## config.mk

```make
export PLATFORM = sky130hd
export DESIGN_NAME = gtimer_cmp
export DESIGN_NICKNAME = d
export VERILOG_FILES = /design/src/rtl/gtc_pkg.sv /design/src/rtl/gtc_w1c.sv /design/src/rtl/gtc_counter.sv /design/src/rtl/gtc_compare.sv /design/src/rtl/gtimer_cmp.sv
export SDC_FILE = /design/constraint.sdc
export NUM_CORES = 1
export LEC_CHECK = 0
export BUFFER_PORTS_ARGS = -buffer_cell sky130_fd_sc_hd__buf_2
export CORE_ASPECT_RATIO = 0.75
export CORE_MARGIN = 5
export CORE_UTILIZATION = 60
export CTS_BUF_LIST = sky130_fd_sc_hd__clkbuf_4 sky130_fd_sc_hd__clkbuf_8
export DETAILED_ROUTE_END_ITERATION = 12
export GPL_ROUTABILITY_DRIVEN = 0
export PLACE_DENSITY = 0.79
export RECOVER_POWER = 50
export SYNTH_ARGS = -nofsm -noshare
export SYNTH_HDL_FRONTEND = slang
export SYNTH_HIERARCHICAL = 1
export SYNTH_SLANG_ARGS = --single-unit
```

## constraint.sdc

```tcl
create_clock -name clk -period 5.55 [get_ports clk]
set_clock_uncertainty 0.1 [all_clocks]
set_input_delay 0.2775 -clock clk [delete_from_list [all_inputs] [get_ports clk]]
set_output_delay 0.2775 -clock clk [all_outputs]
set_load 0.02 [all_outputs]
```

## src/rtl/gtc_pkg.sv

```systemverilog
package gtc_pkg;
   // register offsets (software-visible map)
   localparam int unsigned OFS_CNT_LO = 'h100;
   localparam int unsigned OFS_CNT_HI = 'h104;
   localparam int unsigned OFS_CNT_WS = 'h110;
   localparam int unsigned OFS_CMP_LO = 'h200;
   localparam int unsigned OFS_CMP_HI = 'h204;
   localparam int unsigned OFS_STEP   = 'h208;
   localparam int unsigned OFS_CTL    = 'h240;
   localparam int unsigned OFS_ISTAT  = 'h244;
   localparam int unsigned OFS_IEN    = 'h248;
   localparam int unsigned OFS_WS     = 'h24C;

   // control bit positions
   localparam int unsigned CTL_RUN_BIT  = 8;
   localparam int unsigned CTL_AUTO_BIT = 1;
   localparam int unsigned CTL_CEN_BIT  = 0;

   // write-status bit for control writes in the main status word
   localparam int unsigned WS_CTL_BIT = 16;

   typedef struct packed {
      logic run;
      logic auto_inc;
      logic cmp_en;
   } ctl_t;
endpackage

```

## src/rtl/gtc_w1c.sv

```systemverilog
module gtc_w1c #(
   parameter int unsigned NBITS = 2
) (
   input  logic             clk,
   input  logic             rst_n,
   input  logic [NBITS-1:0] set_req,
   input  logic [NBITS-1:0] clr_req,
   output logic [NBITS-1:0] bits
);
   logic [NBITS-1:0] set_d;

   generate
      for (genvar i = 0; i < NBITS; i++) begin : g_bit
         always_ff @(posedge clk or negedge rst_n) begin
            if (!rst_n) begin
               set_d[i] <= 1'b0;
               bits[i]  <= 1'b0;
            end else begin
               set_d[i] <= set_req[i];
               if (set_d[i])
                  bits[i] <= 1'b1;
               else if (clr_req[i])
                  bits[i] <= 1'b0;
            end
         end

         AST_WS_SET_WINS: assert property (@(posedge clk) disable iff (!rst_n)
            set_req[i] |-> ##2 bits[i]);
      end
   endgenerate
endmodule

```

## src/rtl/gtc_counter.sv

```systemverilog
module gtc_counter #(
   parameter int unsigned DATA_W = 32
) (
   input  logic                clk,
   input  logic                rst_n,
   input  logic                run,
   input  logic                wr_lo,
   input  logic                wr_hi,
   input  logic [DATA_W-1:0]   wdata,
   output logic [2*DATA_W-1:0] cnt
);
   localparam int unsigned CNT_W = 2 * DATA_W;

   logic [CNT_W-1:0] cnt_nxt;

   always_comb begin
      cnt_nxt = run ? cnt + CNT_W'(1) : cnt;
      if (wr_lo) cnt_nxt[DATA_W-1:0]      = wdata;
      if (wr_hi) cnt_nxt[CNT_W-1:DATA_W]  = wdata;
   end

   always_ff @(posedge clk or negedge rst_n) begin
      if (!rst_n) cnt <= '0;
      else        cnt <= cnt_nxt;
   end

   AST_CNT_STEP: assert property (@(posedge clk) disable iff (!rst_n)
      (run && !wr_lo && !wr_hi) |=> (cnt == $past(cnt) + CNT_W'(1)));
   AST_CNT_HOLD: assert property (@(posedge clk) disable iff (!rst_n)
      (!run && !wr_lo && !wr_hi) |=> $stable(cnt));
endmodule

```

## src/rtl/gtc_compare.sv

```systemverilog
module gtc_compare #(
   parameter int unsigned DATA_W = 32
) (
   input  logic                clk,
   input  logic                rst_n,
   input  logic [2*DATA_W-1:0] cnt,
   input  logic                cmp_en,
   input  logic                auto_inc,
   input  logic                wr_lo,
   input  logic                wr_hi,
   input  logic                wr_step,
   input  logic                clr_stat,
   input  logic [DATA_W-1:0]   wdata,
   output logic [2*DATA_W-1:0] cmp,
   output logic [DATA_W-1:0]   step,
   output logic                stat
);
   localparam int unsigned CNT_W = 2 * DATA_W;

   logic             hit;
   logic [CNT_W-1:0] cmp_nxt;

   assign hit = cmp_en && (cnt == cmp);

   always_comb begin
      cmp_nxt = (hit && auto_inc) ? cmp + {{DATA_W{1'b0}}, step} : cmp;
      if (wr_lo) cmp_nxt[DATA_W-1:0]     = wdata;
      if (wr_hi) cmp_nxt[CNT_W-1:DATA_W] = wdata;
   end

   always_ff @(posedge clk or negedge rst_n) begin
      if (!rst_n) begin
         cmp  <= '0;
         step <= '0;
         stat <= 1'b0;
      end else begin
         cmp <= cmp_nxt;
         if (wr_step) step <= wdata;
         if (hit)           stat <= 1'b1;
         else if (clr_stat) stat <= 1'b0;
      end
   end

   AST_HIT_SETS_STAT: assert property (@(posedge clk) disable iff (!rst_n)
      (cmp_en && (cnt == cmp)) |=> stat);
   AST_STAT_NEEDS_HIT: assert property (@(posedge clk) disable iff (!rst_n)
      $rose(stat) |-> $past(cmp_en && (cnt == cmp)));
   AST_PERIODIC_ADV: assert property (@(posedge clk) disable iff (!rst_n)
      (cmp_en && auto_inc && (cnt == cmp) && !wr_lo && !wr_hi)
      |=> (cmp == $past(cmp) + {{DATA_W{1'b0}}, $past(step)}));
   AST_ONESHOT_HOLD: assert property (@(posedge clk) disable iff (!rst_n)
      (!(cmp_en && auto_inc) && !wr_lo && !wr_hi) |=> $stable(cmp));
endmodule

```

## src/rtl/gtimer_cmp.sv

```systemverilog
module gtimer_cmp
   import gtc_pkg::*;
#(
   parameter int unsigned DATA_W = 32,
   parameter int unsigned ADDR_W = 12,
   parameter bit          RD_REG = 1'b0
) (
   input  logic              clk,
   input  logic              rst_n,
   input  logic              reg_wr,
   input  logic              reg_rd,
   input  logic [ADDR_W-1:0] reg_addr,
   input  logic [DATA_W-1:0] reg_wdata,
   output logic [DATA_W-1:0] reg_rdata,
   output logic              irq
);
   localparam int unsigned CNT_W = 2 * DATA_W;
   localparam int unsigned NWS   = 4;

   generate
      if (DATA_W <= WS_CTL_BIT) begin : g_bad_width
         $error("DATA_W must exceed the control write-status bit position");
      end
      if (ADDR_W < 10) begin : g_bad_addr
         $error("ADDR_W too small for the register map");
      end
   endgenerate

   // write decode
   logic wr_cnt_lo, wr_cnt_hi, wr_cnt_ws, wr_cmp_lo, wr_cmp_hi;
   logic wr_step, wr_ctl, wr_istat, wr_ien, wr_ws;

   assign wr_cnt_lo = reg_wr && (reg_addr == ADDR_W'(OFS_CNT_LO));
   assign wr_cnt_hi = reg_wr && (reg_addr == ADDR_W'(OFS_CNT_HI));
   assign wr_cnt_ws = reg_wr && (reg_addr == ADDR_W'(OFS_CNT_WS));
   assign wr_cmp_lo = reg_wr && (reg_addr == ADDR_W'(OFS_CMP_LO));
   assign wr_cmp_hi = reg_wr && (reg_addr == ADDR_W'(OFS_CMP_HI));
   assign wr_step   = reg_wr && (reg_addr == ADDR_W'(OFS_STEP));
   assign wr_ctl    = reg_wr && (reg_addr == ADDR_W'(OFS_CTL));
   assign wr_istat  = reg_wr && (reg_addr == ADDR_W'(OFS_ISTAT));
   assign wr_ien    = reg_wr && (reg_addr == ADDR_W'(OFS_IEN));
   assign wr_ws     = reg_wr && (reg_addr == ADDR_W'(OFS_WS));

   // control and interrupt enable
   ctl_t ctl_q;
   logic ien_q;

   always_ff @(posedge clk or negedge rst_n) begin
      if (!rst_n) begin
         ctl_q <= '0;
         ien_q <= 1'b0;
      end else begin
         if (wr_ctl) begin
            ctl_q.run      <= reg_wdata[CTL_RUN_BIT];
            ctl_q.auto_inc <= reg_wdata[CTL_AUTO_BIT];
            ctl_q.cmp_en   <= reg_wdata[CTL_CEN_BIT];
         end
         if (wr_ien) ien_q <= reg_wdata[0];
      end
   end

   logic [CNT_W-1:0]  cnt;
   logic [CNT_W-1:0]  cmp;
   logic [DATA_W-1:0] step;
   logic              stat;

   gtc_counter #(.DATA_W(DATA_W)) i_counter (
      .clk   (clk),
      .rst_n (rst_n),
      .run   (ctl_q.run),
      .wr_lo (wr_cnt_lo),
      .wr_hi (wr_cnt_hi),
      .wdata (reg_wdata),
      .cnt   (cnt)
   );

   gtc_compare #(.DATA_W(DATA_W)) i_compare (
      .clk      (clk),
      .rst_n    (rst_n),
      .cnt      (cnt),
      .cmp_en   (ctl_q.cmp_en),
      .auto_inc (ctl_q.auto_inc),
      .wr_lo    (wr_cmp_lo),
      .wr_hi    (wr_cmp_hi),
      .wr_step  (wr_step),
      .clr_stat (wr_istat && reg_wdata[0]),
      .wdata    (reg_wdata),
      .cmp      (cmp),
      .step     (step),
      .stat     (stat)
   );

   assign irq = stat && ien_q;

   // write-status words
   logic [1:0]     cnt_ws;
   logic [NWS-1:0] main_ws;

   gtc_w1c #(.NBITS(2)) i_cnt_ws (
      .clk     (clk),
      .rst_n   (rst_n),
      .set_req ({wr_cnt_hi, wr_cnt_lo}),
      .clr_req ({2{wr_cnt_ws}} & reg_wdata[1:0]),
      .bits    (cnt_ws)
   );

   gtc_w1c #(.NBITS(NWS)) i_main_ws (
      .clk     (clk),
      .rst_n   (rst_n),
      .set_req ({wr_ctl, wr_step, wr_cmp_hi, wr_cmp_lo}),
      .clr_req ({NWS{wr_ws}} & {reg_wdata[WS_CTL_BIT], reg_wdata[2:0]}),
      .bits    (main_ws)
   );

   // read mux
   logic [DATA_W-1:0] rd_mux;

   always_comb begin
      rd_mux = '0;
      if (reg_addr == ADDR_W'(OFS_CNT_LO))      rd_mux = cnt[DATA_W-1:0];
      else if (reg_addr == ADDR_W'(OFS_CNT_HI)) rd_mux = cnt[CNT_W-1:DATA_W];
      else if (reg_addr == ADDR_W'(OFS_CNT_WS)) rd_mux[1:0] = cnt_ws;
      else if (reg_addr == ADDR_W'(OFS_CMP_LO)) rd_mux = cmp[DATA_W-1:0];
      else if (reg_addr == ADDR_W'(OFS_CMP_HI)) rd_mux = cmp[CNT_W-1:DATA_W];
      else if (reg_addr == ADDR_W'(OFS_STEP))   rd_mux = step;
      else if (reg_addr == ADDR_W'(OFS_CTL)) begin
         rd_mux[CTL_RUN_BIT]  = ctl_q.run;
         rd_mux[CTL_AUTO_BIT] = ctl_q.auto_inc;
         rd_mux[CTL_CEN_BIT]  = ctl_q.cmp_en;
      end
      else if (reg_addr == ADDR_W'(OFS_ISTAT))  rd_mux[0] = stat;
      else if (reg_addr == ADDR_W'(OFS_IEN))    rd_mux[0] = ien_q;
      else if (reg_addr == ADDR_W'(OFS_WS)) begin
         rd_mux[2:0]        = main_ws[2:0];
         rd_mux[WS_CTL_BIT] = main_ws[3];
      end
   end

   generate
      if (RD_REG) begin : g_rd_flop
         always_ff @(posedge clk or negedge rst_n) begin
            if (!rst_n)      reg_rdata <= '0;
            else if (reg_rd) reg_rdata <= rd_mux;
            else             reg_rdata <= '0;
         end
      end else begin : g_rd_comb
         assign reg_rdata = reg_rd ? rd_mux : '0;
      end
   endgenerate

   AST_IRQ_OFF_WITHOUT_EN: assert property (@(posedge clk) disable iff (!rst_n)
      (wr_ien && !reg_wdata[0]) |=> !irq);
endmodule

```

; ---- Yosys cells after proc, flatten, opt, wreduce, memory -nomap -nowiden
; Index checks and enable logic that the tools add are counted.
[op_classes]
n_addsub = 2
multipliers = 0
div = 0
order_cmp = 0
n_eq_ne = 11
shift = 0
mux = 45
bitwise = 2
reduce_logical = 25
[ops]
columns = cell, count
row1 = $mux 32, 9
row2 = $mux 64, 2
row3 = $eq 12x10->1 const B, 7
row4 = $add 64x1->64 const B, 1
row5 = $add 64x32->64, 1
row6 = $eq 64x64->1, 1
row7 = $eq 12x9->1 const B, 3
row8 = $mux 30, 1
row9 = $mux 1, 24
row10 = $reduce_bool 2->1, 11
row11 = $mux 15, 1
row12 = $logic_and 1x1->1, 14
row13 = $mux 2, 4
row14 = $mux 7, 1
row15 = $mux 3, 2
row16 = $mux 5, 1
row17 = $and 4x4->4, 1
row18 = $and 2x2->2, 1
[word_totals]
reg_bits = 177
latchBits = 0
ramBits = 0
romBits = 0
input_bits = 48
out_inout_bits = 33
word_cells = 107
n_memories = 0

; ---- Logic depth before layout (Yosys ltp)
[logic_depth]
depth_word = 12
depth_mapped = 11
depth_no_buf = 10

; ---- By module
; The synthesis kept the hierarchy.
[modules_own_cells]
columns = mod, n_inst, cells_each, area_each_um2
row1 = gtc_compare, 1, 837, 7327.0
row2 = gtc_counter, 1, 442, 3756.1
row3 = gtimer_cmp, 1, 230, 1751.7
row4 = gtc_w1c at i_main_ws, 1, 16, 245.2
row5 = gtc_w1c at i_cnt_ws, 1, 8, 122.6

; ---- Worst setup path after synthesis
; No wires, ideal clock.
[synth_path]
kind = register -> register
start = reg i_compare.cmp[0]
end = reg i_compare.cmp[54]
setup_time_ns = 0.082
t_arrival_ns = 2.867
t_required_ns = 5.368
slack_ns = 2.501
path_stages_with_launch = 11
period_less_slack_ns = 3.049
path_cell_list = dfrtp_1 -> ha_1 -> fa_1 -> a21o_1 -> a221oi_1 -> nand4b_1 -> a21o_1 -> a311o_1 -> nand2_1 -> a31o_2 -> a31oi_1
[synth_between]
elab_chain_cells = 4
word_cells_on_any_way = 7
[synth_lines]
columns = element, line
row1 = "start, declared", gtc_compare.sv:14  ; output logic [2*DATA_W-1:0] cmp,
row2 = "start signal, assigned", gtc_compare.sv:37  ; cmp <= cmp_nxt;
row3 = branches (longest 4 deep; another with $add 64x32->64), n/a
; Parallel ways; which one is timed is not known. The select of a mux whose other input is x is not followed.
; A chain may end at the register's enable or synchronous reset.

; ---- Worst setup path in the final report
[layout_path]
start = in reg_addr[2]
end = reg i_counter.cnt[26]
[layout_between]
elab_chain_cells = 3
word_cells_on_any_way = 4
[layout_lines]
columns = element, line
row1 = "start, declared", gtimer_cmp.sv:12  ; input logic [ADDR_W-1:0] reg_addr,
row2 = $eq 12x9->1 (*), gtimer_cmp.sv:33  ; assign wr_cnt_lo = reg_wr && (reg_addr == ADDR_W'(OFS_CNT_LO));
row3 = $logic_and 1x1->1 (*), gtimer_cmp.sv:33
row4 = via wr_cnt_lo, gtimer_cmp.sv:30  ; logic wr_cnt_lo, wr_cnt_hi, wr_cnt_ws, wr_cmp_lo, wr_cmp_hi;
row5 = $mux 32 or $reduce_bool 2->1 (tied branches), n/a
row6 = "end signal, assigned", gtc_counter.sv:24  ; else cnt <= cnt_nxt;
row7 = "end, declared", gtc_counter.sv:10  ; output logic [2*DATA_W-1:0] cnt
; The timed path passes the listed nets; every way through them passes the cells marked *.

==> results.md <==
- Mux contribution to synthesized area: 4.45%
- Initial Util: between 60 and 70%
- Final hold slack: approximately 0.024 ns
- Int Pwr: ~1.9 mW
- Area Growth Syn to Fin: 7.02%
- Fin. max-slew vios: 280
- Crit path launch: reg_addr[2]
- Hold Crit Class: primary input to register
- Post_cts resized: 0
- Vias per inst: a little over 7
- TritonCTS Sinks: roughly 180
- Worst-Margin Slew: approximately 3.3 ns
- Async SR Flop Fraction: between 90% and 100%
- Wire length per cell: between 20 and 30 um
- Post-synthesis simple-gate area fraction: 24.6%
- IO Pins: a little over 80
- Synthesized area per cell: 8.61 sq um
- Reg-to-Reg Start: i_compare/cmp[39]
- Static leakage: 5.73 nW
- Crit Path Max Fanout: 65
- Status: finished with violations
- Total GRT Usage: between 30% and 40%
- Worst-path clk slew: ~0.11 ns
- Synth Register Bits: 177
- Syn Nets: about 1600
- Clk pwr share: about 33%
- Fin. Hold Viols: 0
- Antenna-violating nets left: 0
- Post-synthesis compound-gate area fraction: a little over a fifth
- FF-to-FF End: i_compare/cmp[62]
- Sequential area share after synthesis: 33.5%
- Failing checks: capacitance limit, slew limit
- CTS H-tree depth: 4
- Vias post-DR: between 10000 and 15000
- First-pass GRT wire length: 71.2 mm
- Seq pwr share: between 40% and 50%
- Crit path time final: a little over 4 ns
- N_diodes: 0
- Remaining global-route overflow: 0
- Total routed wirelength: ~47 mm
- Row count: 47
- Final instance area: 14100 sq um
- Worst Setup EP: i_counter/cnt[26]
- Peak supply drop: ~0.00015 V
- Core area: 21900 sq um
- Largest net degree at the start of global routing: 125
- NetSw: between 0.9 and 1 mW
- TNS Setup: 0 ns
- CTS tree: done
- CTS max path bufs: 2
- Post-synthesis adder-cell area fraction: between 3 and 4%
- Clock latency on the worst-skew pair: 0.50 ns
- Detailed placer's ending HPWL: 34.5 mm
- Final worst path period share: roughly three quarters
- Crit path kind: primary input to register
- CTS Buf Count: 17
- Cell Pwr Density: 205 nW/um^2
- Initial antenna violation count: 1
- Mapped Cells: 1533
- Post-synth EDFFs: 0
- Most frequent cells in the layout: 177 x dfrtp_1, 155 x nand2_1, 111 x o21ai_0, 83 x nor2_1, 76 x buf_2
- Clk root buf: clkbuf_8
- CP startpoint kind: primary input
- Relative slew slack: -117%
- Vias in the first global route: roughly 12000
- Logic pwr share: ~18%
- Fin nets: about 1700
- Setup violations, final: 0
- Endpoint class of the critical path: register
- Synth Area in XOR/XNOR: around 8.1%
- Synthesized cell area: 13200 sq um
- DRC viols: 0
- Main synth FF type: dfrtp_1
- Initial drt markers: about 2100
- Number of buffers inserted by port buffering: 80
- Fmax: between 200 and 250 MHz
- Yosys warns: 6
- Die Y-Extent: approximately 140 um
- Share of layout cells above drive strength 1: 12.0%
- Power, Total: between 2 and 3 mW
- Die W: roughly 180 um
- Die area: 25100 sq um
- Reg2reg setup slack: roughly 1.8 ns
- Switch share: 34.3%
- Area post-placement: ~14000 sq um
- Critical Path RT: 5.72 ns
- WP data arrival: 4.24 ns
- Unrepaired setup endpoints after global routing: no
- Register-to-Register Path Depth: 8
- Commonest non-fill, non-tap cell in the layout: dfrtp_1
- Unique masters post-synth: 90
- Final setup margin: roughly 1.5 ns
- Placement Setup Slack: roughly 1.9 ns
- Max-Cap Viols: 4
- First-pass detailed-route iteration total: 11
- Main combinational cell family by area after synthesis: simple AND/OR/NAND/NOR gates
[synth_stat cells, types with 23 or more instances]
cell type  count  area (sq um)
nor4_1        28           175
a22oi_1       28           210
inv_1         56           210
nand3_1       65           325
dfrtp_1      177          4430
ha_1          33           413
a31oi_1       31           194
nand4_1       63           394
a21oi_1       65           325
a21boi_1      27           203
a222oi_1      23           230
and3_1        32           200
mux2_2        38           428
xnor2_1       72           631
xor2_1        50           438
clkbuf_1      52           195
o21ai_0      111           556
nor3_1        25           125
nand2_1      155           582
nor2_1        84           315
[cell type report]
type	instances	area, sq um
inverter	57	214
clock inverter	12	121
multi-input combinational	1216	8170
tap	294	368
sequential	177	4430
clock buffer	20	275
timing repair buffer	100	554
fill	1891	7750
[kinds of logic after synthesis]
logic type               after synthesis
AO/OA/AOI/OAI                        412
buffers and inverters                140
flip-flops                           177
multiplexers                          54
XOR/XNOR                             122
AND/OR/NAND/NOR                      594
adder cells (fa/ha/maj)               34
[power by group through the flow]
stage / combinational [mW] / clock (mW) / sequential [mW]
2_1_floorplan: 0.311 / 0 / 1.41
3_3_place_gp: 0.477 / 0 / 1.45
3_5_place_dp: 0.485 / 0 / 1.45
4_1_cts: 0.492 / 0.942 / 1.42
5_1_grt: 0.545 / 1.00 / 1.44
6_report: 0.519 / 0.939 / 1.43
[state kept, by name (all words and copies together) (netlist names)]
| name | count |
|---|---|
| ctl_q | 3 |
| ien_q | 1 |
| i_compare/step | 32 |
| i_compare/stat | 1 |
| i_cnt_ws/bits | 2 |
| i_cnt_ws/set_d | 2 |
| i_counter/cnt | 64 |
| i_compare/cmp | 64 |
| i_main_ws/set_d | 4 |
| i_main_ws/bits | 4 |
[layer usage]
metal  routed length (um)  global-route usage [%]  vias to the layer above  part of all wire (%)
met5                   15                       0                        -                 0.032
met1                18100                    50.8                     6379                    38
met2                18700                    49.6                     1054                    40
met3                 8290                    16.5                      184                    18
met4                 1910                    12.8                        2                   4.1
li1                     -                       -                     5812                     -
[worst min-delay path by stage]
stage	from	to	slack, ns	cells after the start
after floorplan	rst_n	ctl_q[0]	-0.12	0
after global placement	i_cnt_ws/set_d[1]	i_cnt_ws/bits[1]	0.31	1
after detailed placement	i_main_ws/set_d[2]	i_main_ws/bits[2]	0.31	1
after CTS	reg_wdata[1]	i_compare/cmp[33]	0.001	3
after global routing	reg_wdata[1]	i_compare/cmp[33]	0.002	3
final	reg_wdata[1]	i_compare/cmp[33]	0.02	3
[worst max-delay path, stage by stage]
cell      delay [ns]
clkbuf_1        0.28
nor4_1          0.78
nand4_1         0.53
nor2_4          0.18
clkbuf_1        1.74
o21ai_0         0.40
[per-stage QoR]
stage	utilization (%)	cells
floorplan	-	1533
finish	64.6	1876
global route	64.6	1876
global placement	62.6	1835
CTS	64.7	1875
detailed placement	62.6	1835
[timing repair]
item | in CTS | in global routing
setup buffers | 0 | 0
hold buffers | 8 | 1
endpoints found under the hold margin | 133 | 1
Note: power is estimated with default switching activity, not from simulation.
